## config.mk

```make
export PLATFORM = sky130hd
export DESIGN_NAME = sync_bit_fifo
export DESIGN_NICKNAME = d
export VERILOG_FILES = /design/src/rtl/sync_bit_fifo_pkg.sv /design/src/rtl/sync_hunter.sv /design/src/rtl/bit_store.sv /design/src/rtl/sync_bit_fifo.sv
export SDC_FILE = /design/constraint.sdc
export NUM_CORES = 1
export LEC_CHECK = 0
export CORE_MARGIN = 2
export CORE_UTILIZATION = 25
export CTS_CLUSTER_DIAMETER = 200
export DETAILED_ROUTE_END_ITERATION = 10
export GPL_ROUTABILITY_DRIVEN = 0
export SLEW_MARGIN = 20
export SYNTH_ARGS = -nofsm -noshare
export SYNTH_HDL_FRONTEND = slang
export SYNTH_SLANG_ARGS = --single-unit
export TNS_END_PERCENT = 20
```

## constraint.sdc

```tcl
create_clock -name clk -period 3.35 [get_ports clk]
set_input_delay 0.5025 -clock clk [delete_from_list [all_inputs] [get_ports clk]]
set_output_delay 0.5025 -clock clk [all_outputs]
set_load 0.05 [all_outputs]
```

## src/rtl/sync_bit_fifo_pkg.sv

```systemverilog
package sync_bit_fifo_pkg;
    typedef enum logic [1:0] {
        HUNT_OFF  = 2'd0,
        HUNT_SEEK = 2'd1,
        HUNT_LOCK = 2'd2
    } hunt_state_t;
endpackage

```

## src/rtl/sync_hunter.sv

```systemverilog
module sync_hunter
    import sync_bit_fifo_pkg::*;
#(
    parameter int          SYNC_W    = 16,
    parameter logic [15:0] SYNC_WORD = 16'h2DD4
) (
    input  logic clk,
    input  logic rst_n,
    input  logic clr,
    input  logic fill_en,
    input  logic bit_stb,
    input  logic rx_bit,
    output logic locked
);
    hunt_state_t       state, state_nx;
    logic [SYNC_W-1:0] win_q;
    logic [SYNC_W-1:0] win_nx;
    logic              hit;

    assign win_nx = {win_q[SYNC_W-2:0], rx_bit};
    assign hit    = bit_stb && (win_nx == SYNC_W'(SYNC_WORD));

    always_ff @(posedge clk or negedge rst_n) begin
        if (!rst_n)       win_q <= '0;
        else if (clr)     win_q <= '0;
        else if (bit_stb) win_q <= win_nx;
    end

    // state register
    always_ff @(posedge clk or negedge rst_n) begin
        if (!rst_n)   state <= HUNT_OFF;
        else if (clr) state <= HUNT_OFF;
        else          state <= state_nx;
    end

    // next state
    always_comb begin
        state_nx = state;
        unique case (state)
            HUNT_OFF:  if (fill_en) state_nx = HUNT_SEEK;
            HUNT_SEEK: if (!fill_en) state_nx = HUNT_OFF;
                       else if (hit) state_nx = HUNT_LOCK;
            HUNT_LOCK: if (!fill_en) state_nx = HUNT_OFF;
            default:   state_nx = HUNT_OFF;
        endcase
    end

    // outputs
    always_comb begin
        unique case (state)
            HUNT_LOCK: locked = 1'b1;
            default:   locked = 1'b0;
        endcase
    end


    hunt_stop_chk: assert property (@(posedge clk) disable iff (!rst_n)
        (!fill_en) |=> (state == HUNT_OFF));


    lock_hold_chk: assert property (@(posedge clk) disable iff (!rst_n)
        (!clr && fill_en && state == HUNT_LOCK) |=> (state == HUNT_LOCK));


    hunt_clear_chk: assert property (@(posedge clk) disable iff (!rst_n)
        clr |=> (state == HUNT_OFF));
endmodule

```

## src/rtl/bit_store.sv

```systemverilog
module bit_store #(
    parameter int DEPTH = 16,
    parameter int RD_W  = 8,
    parameter int LVL_W = 4
) (
    input  logic             clk,
    input  logic             rst_n,
    input  logic             clr,
    input  logic             wr_en,
    input  logic             wr_bit,
    input  logic             rd_req,
    input  logic [LVL_W-1:0] irq_level,
    output logic [RD_W-1:0]  rd_byte,
    output logic             level_flag,
    output logic             ovf_flag
);
    localparam int CNT_W = $clog2(DEPTH + 1);

    logic [DEPTH-1:0] mem, mem_nx;
    logic [CNT_W-1:0] cnt, cnt_nx;
    logic             ovf_nx;
    logic             drop;

    always_comb begin
        mem_nx = mem;
        cnt_nx = cnt;
        if (rd_req) begin
            mem_nx = mem << RD_W;
            cnt_nx = (cnt >= CNT_W'(RD_W)) ? cnt - CNT_W'(RD_W) : '0;
        end
        drop = wr_en && (cnt_nx == CNT_W'(DEPTH));
        if (wr_en && !drop) begin
            for (int i = 0; i < DEPTH; i++) begin
                if (CNT_W'(DEPTH - 1 - i) == cnt_nx) mem_nx[i] = wr_bit;
            end
            cnt_nx = cnt_nx + 1'b1;
        end
        if (drop)        ovf_nx = 1'b1;
        else if (rd_req) ovf_nx = 1'b0;
        else             ovf_nx = ovf_flag;
    end

    always_ff @(posedge clk or negedge rst_n) begin
        if (!rst_n) begin
            mem      <= '0;
            cnt      <= '0;
            ovf_flag <= 1'b0;
            rd_byte  <= '0;
        end else if (clr) begin
            mem      <= '0;
            cnt      <= '0;
            ovf_flag <= 1'b0;
        end else begin
            mem      <= mem_nx;
            cnt      <= cnt_nx;
            ovf_flag <= ovf_nx;
            if (rd_req) rd_byte <= mem[DEPTH-1 -: RD_W];
        end
    end

    assign level_flag = (cnt >= CNT_W'(irq_level));


    cnt_range_chk: assert property (@(posedge clk) disable iff (!rst_n)
        cnt <= CNT_W'(DEPTH));


    ovf_set_chk: assert property (@(posedge clk) disable iff (!rst_n)
        (!clr && wr_en && !rd_req && cnt == CNT_W'(DEPTH)) |=> ovf_flag);


    ovf_keep_chk: assert property (@(posedge clk) disable iff (!rst_n)
        (!clr && wr_en && !rd_req && cnt == CNT_W'(DEPTH)) |=> $stable(mem));


    store_clear_chk: assert property (@(posedge clk) disable iff (!rst_n)
        clr |=> (cnt == '0 && !ovf_flag));


    short_read_chk: assert property (@(posedge clk) disable iff (!rst_n)
        (!clr && rd_req && !wr_en && cnt < CNT_W'(RD_W)) |=> (cnt == '0));
endmodule

```

## src/rtl/sync_bit_fifo.sv

```systemverilog
module sync_bit_fifo #(
    parameter int          DEPTH     = 16,
    parameter int          RD_W      = 8,
    parameter int          LVL_W     = 4,
    parameter int          SYNC_W    = 16,
    parameter logic [15:0] SYNC_WORD = 16'h2DD4
) (
    input  logic             clk,
    input  logic             rst_n,
    input  logic             rx_bit,
    input  logic             bit_stb,
    input  logic             rx_en,
    input  logic             fifo_en,
    input  logic             fill_en,
    input  logic             fill_always,
    input  logic [LVL_W-1:0] irq_level,
    input  logic             rd_req,
    output logic [RD_W-1:0]  rd_byte,
    output logic             level_flag,
    output logic             ovf_flag
);
    logic clr;
    logic locked;
    logic wr_en;

    assign clr   = !rx_en || !fifo_en;
    assign wr_en = bit_stb && fill_en && (fill_always || locked) && !clr;

    sync_hunter #(
        .SYNC_W    (SYNC_W),
        .SYNC_WORD (SYNC_WORD)
    ) u_hunt (
        .clk     (clk),
        .rst_n   (rst_n),
        .clr     (clr),
        .fill_en (fill_en),
        .bit_stb (bit_stb),
        .rx_bit  (rx_bit),
        .locked  (locked)
    );

    bit_store #(
        .DEPTH (DEPTH),
        .RD_W  (RD_W),
        .LVL_W (LVL_W)
    ) u_store (
        .clk        (clk),
        .rst_n      (rst_n),
        .clr        (clr),
        .wr_en      (wr_en),
        .wr_bit     (rx_bit),
        .rd_req     (rd_req && !clr),
        .irq_level  (irq_level),
        .rd_byte    (rd_byte),
        .level_flag (level_flag),
        .ovf_flag   (ovf_flag)
    );


    always_fill_chk: assert property (@(posedge clk) disable iff (!rst_n)
        (bit_stb && fill_en && fill_always && !clr) |-> wr_en);
endmodule

```

==> results of run 1 <==
path summary, 6_finish.rpt:
path / cells after the start / end
worst max-delay path: 7 / level_flag
worst min-delay path: 1 / u_store.cnt[4]
worst max register to register: 4 / u_store.mem[4]
worst min register to register: 1 / u_hunt.state[0]
max in group asynchronous: 1 / u_hunt.win_q[11]
min in group clk: 1 / u_hunt.state[0]
cell usage after synthesis (all sizes together), types with 5 or more instances:
library cell  number  area, um2
buf                9       71.3
clkbuf             6       22.5
dfrtp             47       1180
ha                 5       62.6
inv                6       22.5
mux2              16        180
mux2i             33        343
nand2             19       71.3
nand2b             5       31.3
nor2              22       82.6
nor3               5       25.0
o41ai              5       43.8
per-stage QoR:
| step | worst slack (ns) | instance area, um2 | hold slack [ns] | utilization | power, uW |
|---|---|---|---|---|---|
| after floorplan | 1.12 | 2670 | 0.207 | - | 629 |
| after global placement | 0.671 | 3010 | 0.461 | 0.290 | 671 |
| after detailed placement | 0.672 | 3010 | 0.481 | 0.290 | 672 |
| after CTS | 0.625 | 3100 | 0.425 | 0.299 | 1040 |
| after global routing | 0.489 | 3100 | 0.229 | 0.299 | 1070 |
| final | 0.653 | 3100 | 0.192 | 0.299 | 1030 |
power groups by stage:
| stage | combinational, uW | clock, uW | sequential (uW) |
|---|---|---|---|
| after detailed placement | 90.1 | 0 | 581 |
| after global placement | 89.3 | 0 | 581 |
| after CTS | 90.4 | 378 | 570 |
| after floorplan | 48.7 | 0 | 581 |
| after global routing | 98.0 | 402 | 571 |
| final | 88.8 | 366 | 570 |
routing by layer:
layer	global-route usage	share of wire	up-vias	wire length, um
met5	0	0	-	0
met4	0.0311	0.012	0	68
met3	0.0333	0.038	7	221
met2	0.170	0.47	30	2760
met1	0.146	0.48	961	2820
li1	-	-	925	-
placed cells by master (no fill, tap or decap), drive strengths merged, types with 2 or more instances in the layout:
cell type	count
a21o	2
nand2	19
ha	5
xnor2	4
nand3	4
o311ai	4
clkbuf	5
nor4b	3
o21ai	3
o211ai	4
nand4	3
nor3	5
o41ai	5
buf	8
nand2b	5
nor2b	3
nor4	2
mux2i	33
o2111ai	2
mux2	16
nand3b	2
and4b	2
nor2	22
inv	8
nor3b	3
clkdlybuf4s50	20
dfrtp	47
nand4b	2
and2	2
a21oi	3
a211oi	4
cells by family (layout without fill, tap and decap cells):
logic type / after synthesis / after routing
fa+ha+maj: 6 / 6
buf+inv: 21 / 42
xor+xnor: 5 / 5
compound gates: 31 / 31
flops: 47 / 47
simple gates: 84 / 84
mux: 49 / 49
critical path: stages, from the launching register on:
cell and delay [ns]:
dfrtp_1 0.49, inv_1 0.15, ha_1 0.29, nand2b_1 0.14
a21o_1 0.19, a21o_1 0.17, a211o_1 0.28, buf_4 0.19
cell type report:
class                           instances  area [um2]  share of cell area
Inverter                                6        22.5             0.00726
Clock inverter                          3        22.5             0.00726
Multi-Input combinational cell        175        1380               0.445
Sequential cell                        47        1180               0.379
Timing Repair Buffer                   28         260              0.0839
Clock buffer                            5        68.8              0.0222
Tap cell                              136         170              0.0549
state kept, by name (all words and copies together) (netlist names):
signal / count
u_hunt.state: 2
u_store.cnt: 5
u_store.ovf_flag: 1
u_store.rd_byte: 8
u_store.mem: 16
u_hunt.win_q: 15
==> flow_summary_export.csv, run 1 <==
group,metric,value,unit
global_routing,grt_overflow_total,0,
flow_run,drv_cap,0,
synth,yosysSeqAreaShare,0.440,
global_routing,grt_max_degree,48,
synth,synthArstFlopShare,1.00,
synth,synth_compound_area_frac,0.0922,
synth,ys_ff_latch,47,
clock_network,clock_path_buffers,2,
critical_path,start_kind,"flop",
global_routing,grt_util_all_layers,0.109,
synth,synth_simple_gate_area_frac,0.185,
synth,synth_edf_count,0,
drt,postRouteAntennaNets,0,
critical_path,endpoint_kind,"output port",
clock_network,cts_htree_levels,2,
drt,wirelength,5.87,mm
layout,fin_nets,281,
floorplanning,die_w,107,um
floorplanning,core,10400,um2
clock_network,ctsResizeCount,0,
power,p_leak,0.00134,uW
synth,synth_mux_area_frac,0.196,
floorplanning,io_pins,23,
sta,drv_slew,0,
power,switching_power,272,uW
clock_network,cts_tree,"done",
synth,synth_top_family_by_area,"multiplexers",
run_status,status,"finished, final reports clean",
synth,syn_inst,243,
global_routing,grt_pass1_wl,9.94,mm
drt,drt_iter0_drc,88,
layout,fill_cells,1086,
clock_network,clkTransAtPathRegs,0.10,ns
drt,post_drt_wl_per_cell,14.7,um
floorplanning,row_count,37,
sta,post-route-min-period,2.70,ns
layout,drive_gt1_frac,0.159,
floorplanning,start_util,0.258,
placed_design,dp.final_hpwl,4.10,mm
clock_network,cts_buffers,5,
drt,dr.pass1.iters,4,
critical_path,rrSetupSlack,1.27,ns
synth,synth_xor_area_frac,0.0164,
global_routing,grt_antenna_before_repair,0,
drt,via_count,1923,
sta,slew_headroom,0.437,
synth,ys_warn_count,0,
placed_design,numPortBuffers,22,
floorplanning,die_y,107,um
power,power_frac_comb,0.087,
critical_path,cp.arrival,2.19,ns
clock_network,root_buffer,"clkbuf_8",
synth,postSynthAreaPerCell,11.0,um2
power,power_density,331,nW/um2
power,p_int,754,uW
placed_design,dp_cells,392,
sta,period_share,0.805,
layout,diodes,0,
sta,worst_pin_slew,0.841,ns
sta,fin_setup_tns,0,ns
sta,rsz0062_at_grt,"no",
layout,fin_cells,400,
critical_path,cp-startpoint,"u_store.cnt[0]",
sta,hold_violations,0,
power,switching_share,0.265,
synth,ys.flop_type,"dfrtp_1",
synth,synth_area,2670,um2
synth,synth_adder_area_share,0.0276,
critical_path,critPathRequiredTime,2.85,ns
power,irDropWorstVdd,0.000159,V
power,seq_power_share,0.556,
drt,vias_per_cell,4.81,
critical_path,crit_fanout,10,
global_routing,grt_pass1_vias,1957,
layout,syn_to_final_growth,16.0,%
sta,fmax,371,MHz
critical_path,rr_startpoint,"u_store.cnt[3]",
clock_network,clock-sinks,47,
synth,syn_nets,261,
sta,skew,0.0134,ns
sta,setup_viol,0,
clock_network,cts_setup_buffers,0,
clock_network,holdBufCountCts,0,
floorplanning,die_area,11500,um2
power,power.clock.fraction,0.357,
synth,synth.distinct_cells,52,
clock_network,worstSkewPairLatency,0.31,ns
min_path,hold_class,"in2async",
critical_path,worstSetupPathType,"reg2out",
drt,remaining_drc_errors,0,
Power figures use the tool's default switching activity.
==> inputs of run 2 (changes only) <==
Clock period 3.35 ns to 2.6 ns, I/O delays scaled along.
==> run 2 against run 1 <==
Compared with the run above: register-to-register slack got worse by 0.72 ns; final cell count rose by 1.8%; worst setup slack got worse by 0.56 ns; wire length rose by 2.0%.
==> flow_summary_export.csv, run 2 (synthesis gave the netlist of run 1 again) <==
group,metric,value,unit
run_status,status,"finished, final reports clean",
critical_path,crit_family,"compound AO/OA/AOI/OAI gates",
sta,post-route-min-period,2.50,ns
layout,fin_nets,288,
drt,wirelength,5.99,mm
clock_network,cts_setup_buffers,0,
critical_path,crit_fanout,10,
flow_run,drv_cap,0,
global_routing,grt_max_degree,26,
sta,period_share,0.963,
global_routing,grt_pass1_wl,10.1,mm
min_path,hold_class,"in2async",
layout,final_util,0.307,
drt,post_drt_wl_per_cell,14.7,um
floorplanning,core,10400,um2
floorplanning,io_pins,23,
clock_network,cts_tree,"done",
clock_network,clock_path_buffers,2,
floorplanning,row_count,37,
sta,fmax,400,MHz
power,p_leak,0.00138,uW
layout,syn_to_final_growth,18.9,%
global_routing,grt_overflow_total,0,
power,irDropWorstVdd,0.000254,V
clock_network,clock-sinks,47,
drt,remaining_drc_errors,0,
clock_network,ctsResizeCount,1,
sta,setup_viol,0,
power,power_density,445,nW/um2
layout,final_common_cell,"dfrtp_1",
floorplanning,die_y,107,um
drt,vias_per_cell,4.71,
layout,drive_gt1_frac,0.188,
critical_path,crit_chain,"inv_2, ha_1, nand2b_1, a21o_1, a21o_1, a211o_1, buf_4",
global_routing,grt_antenna_before_repair,0,
placed_design,numPortBuffers,22,
critical_path,crit_buf_inv,2,
layout,final_cell_mix,"46 x dfrtp_1, 32 x mux2i_1, 22 x nor2_1",
critical_path,endpoint_kind,"output port",
clock_network,holdBufCountCts,0,
layout,diodes,0,
global_routing,grt_util_all_layers,0.112,
clock_network,worstSkewPairLatency,0.30,ns
drt,postRouteAntennaNets,0,
sta,rsz0062_at_grt,"no",
critical_path,cp_slowest_cell,"dfrtp_2",
drt,via_count,1919,
clock_network,cts_buffers,5,
sta,layout_setup_ws,0.0972,ns
drt,drt_iter0_drc,102,
clock_network,clkTransAtPathRegs,0.09,ns
sta,hold_violations,0,
sta,slew_headroom,0.441,
sta,drv_slew,0,
critical_path,worstSetupPathType,"reg2out",
critical_path,crit_path_frequent_cell,"a21o_1",
placed_design,dp_slack,0.170,ns
critical_path,cp_slowest_stage_delay,0.49,ns
sta,skew,0.00753,ns
drt,dr.pass1.iters,4,
layout,top_regs,"u_store.mem x16, u_hunt.win_q x15, u_store.rd_byte x8",
clock_network,cts_htree_levels,2,
sta,worst_pin_slew,0.835,ns
clock_network,root_buffer,"clkbuf_8",
floorplanning,start_util,0.258,
floorplanning,die_area,11500,um2
layout,max_flop_register,"u_store.mem",
critical_path,start_kind,"flop",
global_routing,grt_pass1_vias,1971,
floorplanning,die_w,107,um
layout,largest_register_ffs,16,
sta,fin_setup_tns,0,ns
critical_path,critPathRequiredTime,2.21,ns
placed_design,dp.final_hpwl,4.24,mm
critical_path,cp.arrival,2.11,ns
[run 2: through the flow]
step           std cells  area, um2  power [uW]  hold WS (ns)
2_1_floorplan        243       2670         811        0.0944
3_3_place_gp         399       3060         871         0.430
3_5_place_dp         399       3060         871         0.435
4_1_cts              407       3180        1440         0.106
5_1_grt              407       3180        1480         0.121
6_report             407       3180        1420        0.0781
[run 2: worst reg2reg max path: stages (launching register included)]
cell	delay, ns
dfrtp_1	0.57
and4b_1	0.50
mux2i_1	0.36
nor4b_2	0.31
mux2i_1	0.24
[run 2: routing by layer]
metal / vias up / part of all wire / global-route usage
li1: 937 / - / -
met1: 938 / 0.48 / 0.153
met2: 38 / 0.46 / 0.175
met3: 6 / 0.049 / 0.0272
met4: 0 / 0.012 / 0.0302
met5: - / 0 / 0
[run 2: layout make-up]
cell class	instances	area, um2
clock buffers	6	82.6
clock inverters	2	35.0
fillers	1065	7190
inverters	6	22.5
multi-input cells	175	1380
flip-flops and latches	47	1180
well taps	136	170
repair buffers	35	310
[run 2: final timing paths]
check                                  endpoint  depth (start not counted)       startpoint  slack (ns)
worst min register to register  u_hunt.state[0]                          1  u_hunt.state[1]        0.50
min in group clk                u_hunt.state[0]                          1  u_hunt.state[1]        0.50
worst max register to register   u_store.mem[5]                          4   u_store.cnt[3]        0.55
worst max-delay path                 level_flag                          7   u_store.cnt[0]         0.1
worst min-delay path             u_store.mem[0]                          1            rst_n        0.08
max in group asynchronous       u_store.mem[14]                          2            rst_n        1.90
[run 2: where the power goes]
group / switching (uW) / total, uW / leakage, uW / internal (uW)
clock network: 248 / 560 / 0.0000612 / 311
logic: 73.2 / 121 / 0.000667 / 47.6
registers: 2.84 / 735 / 0.000654 / 732
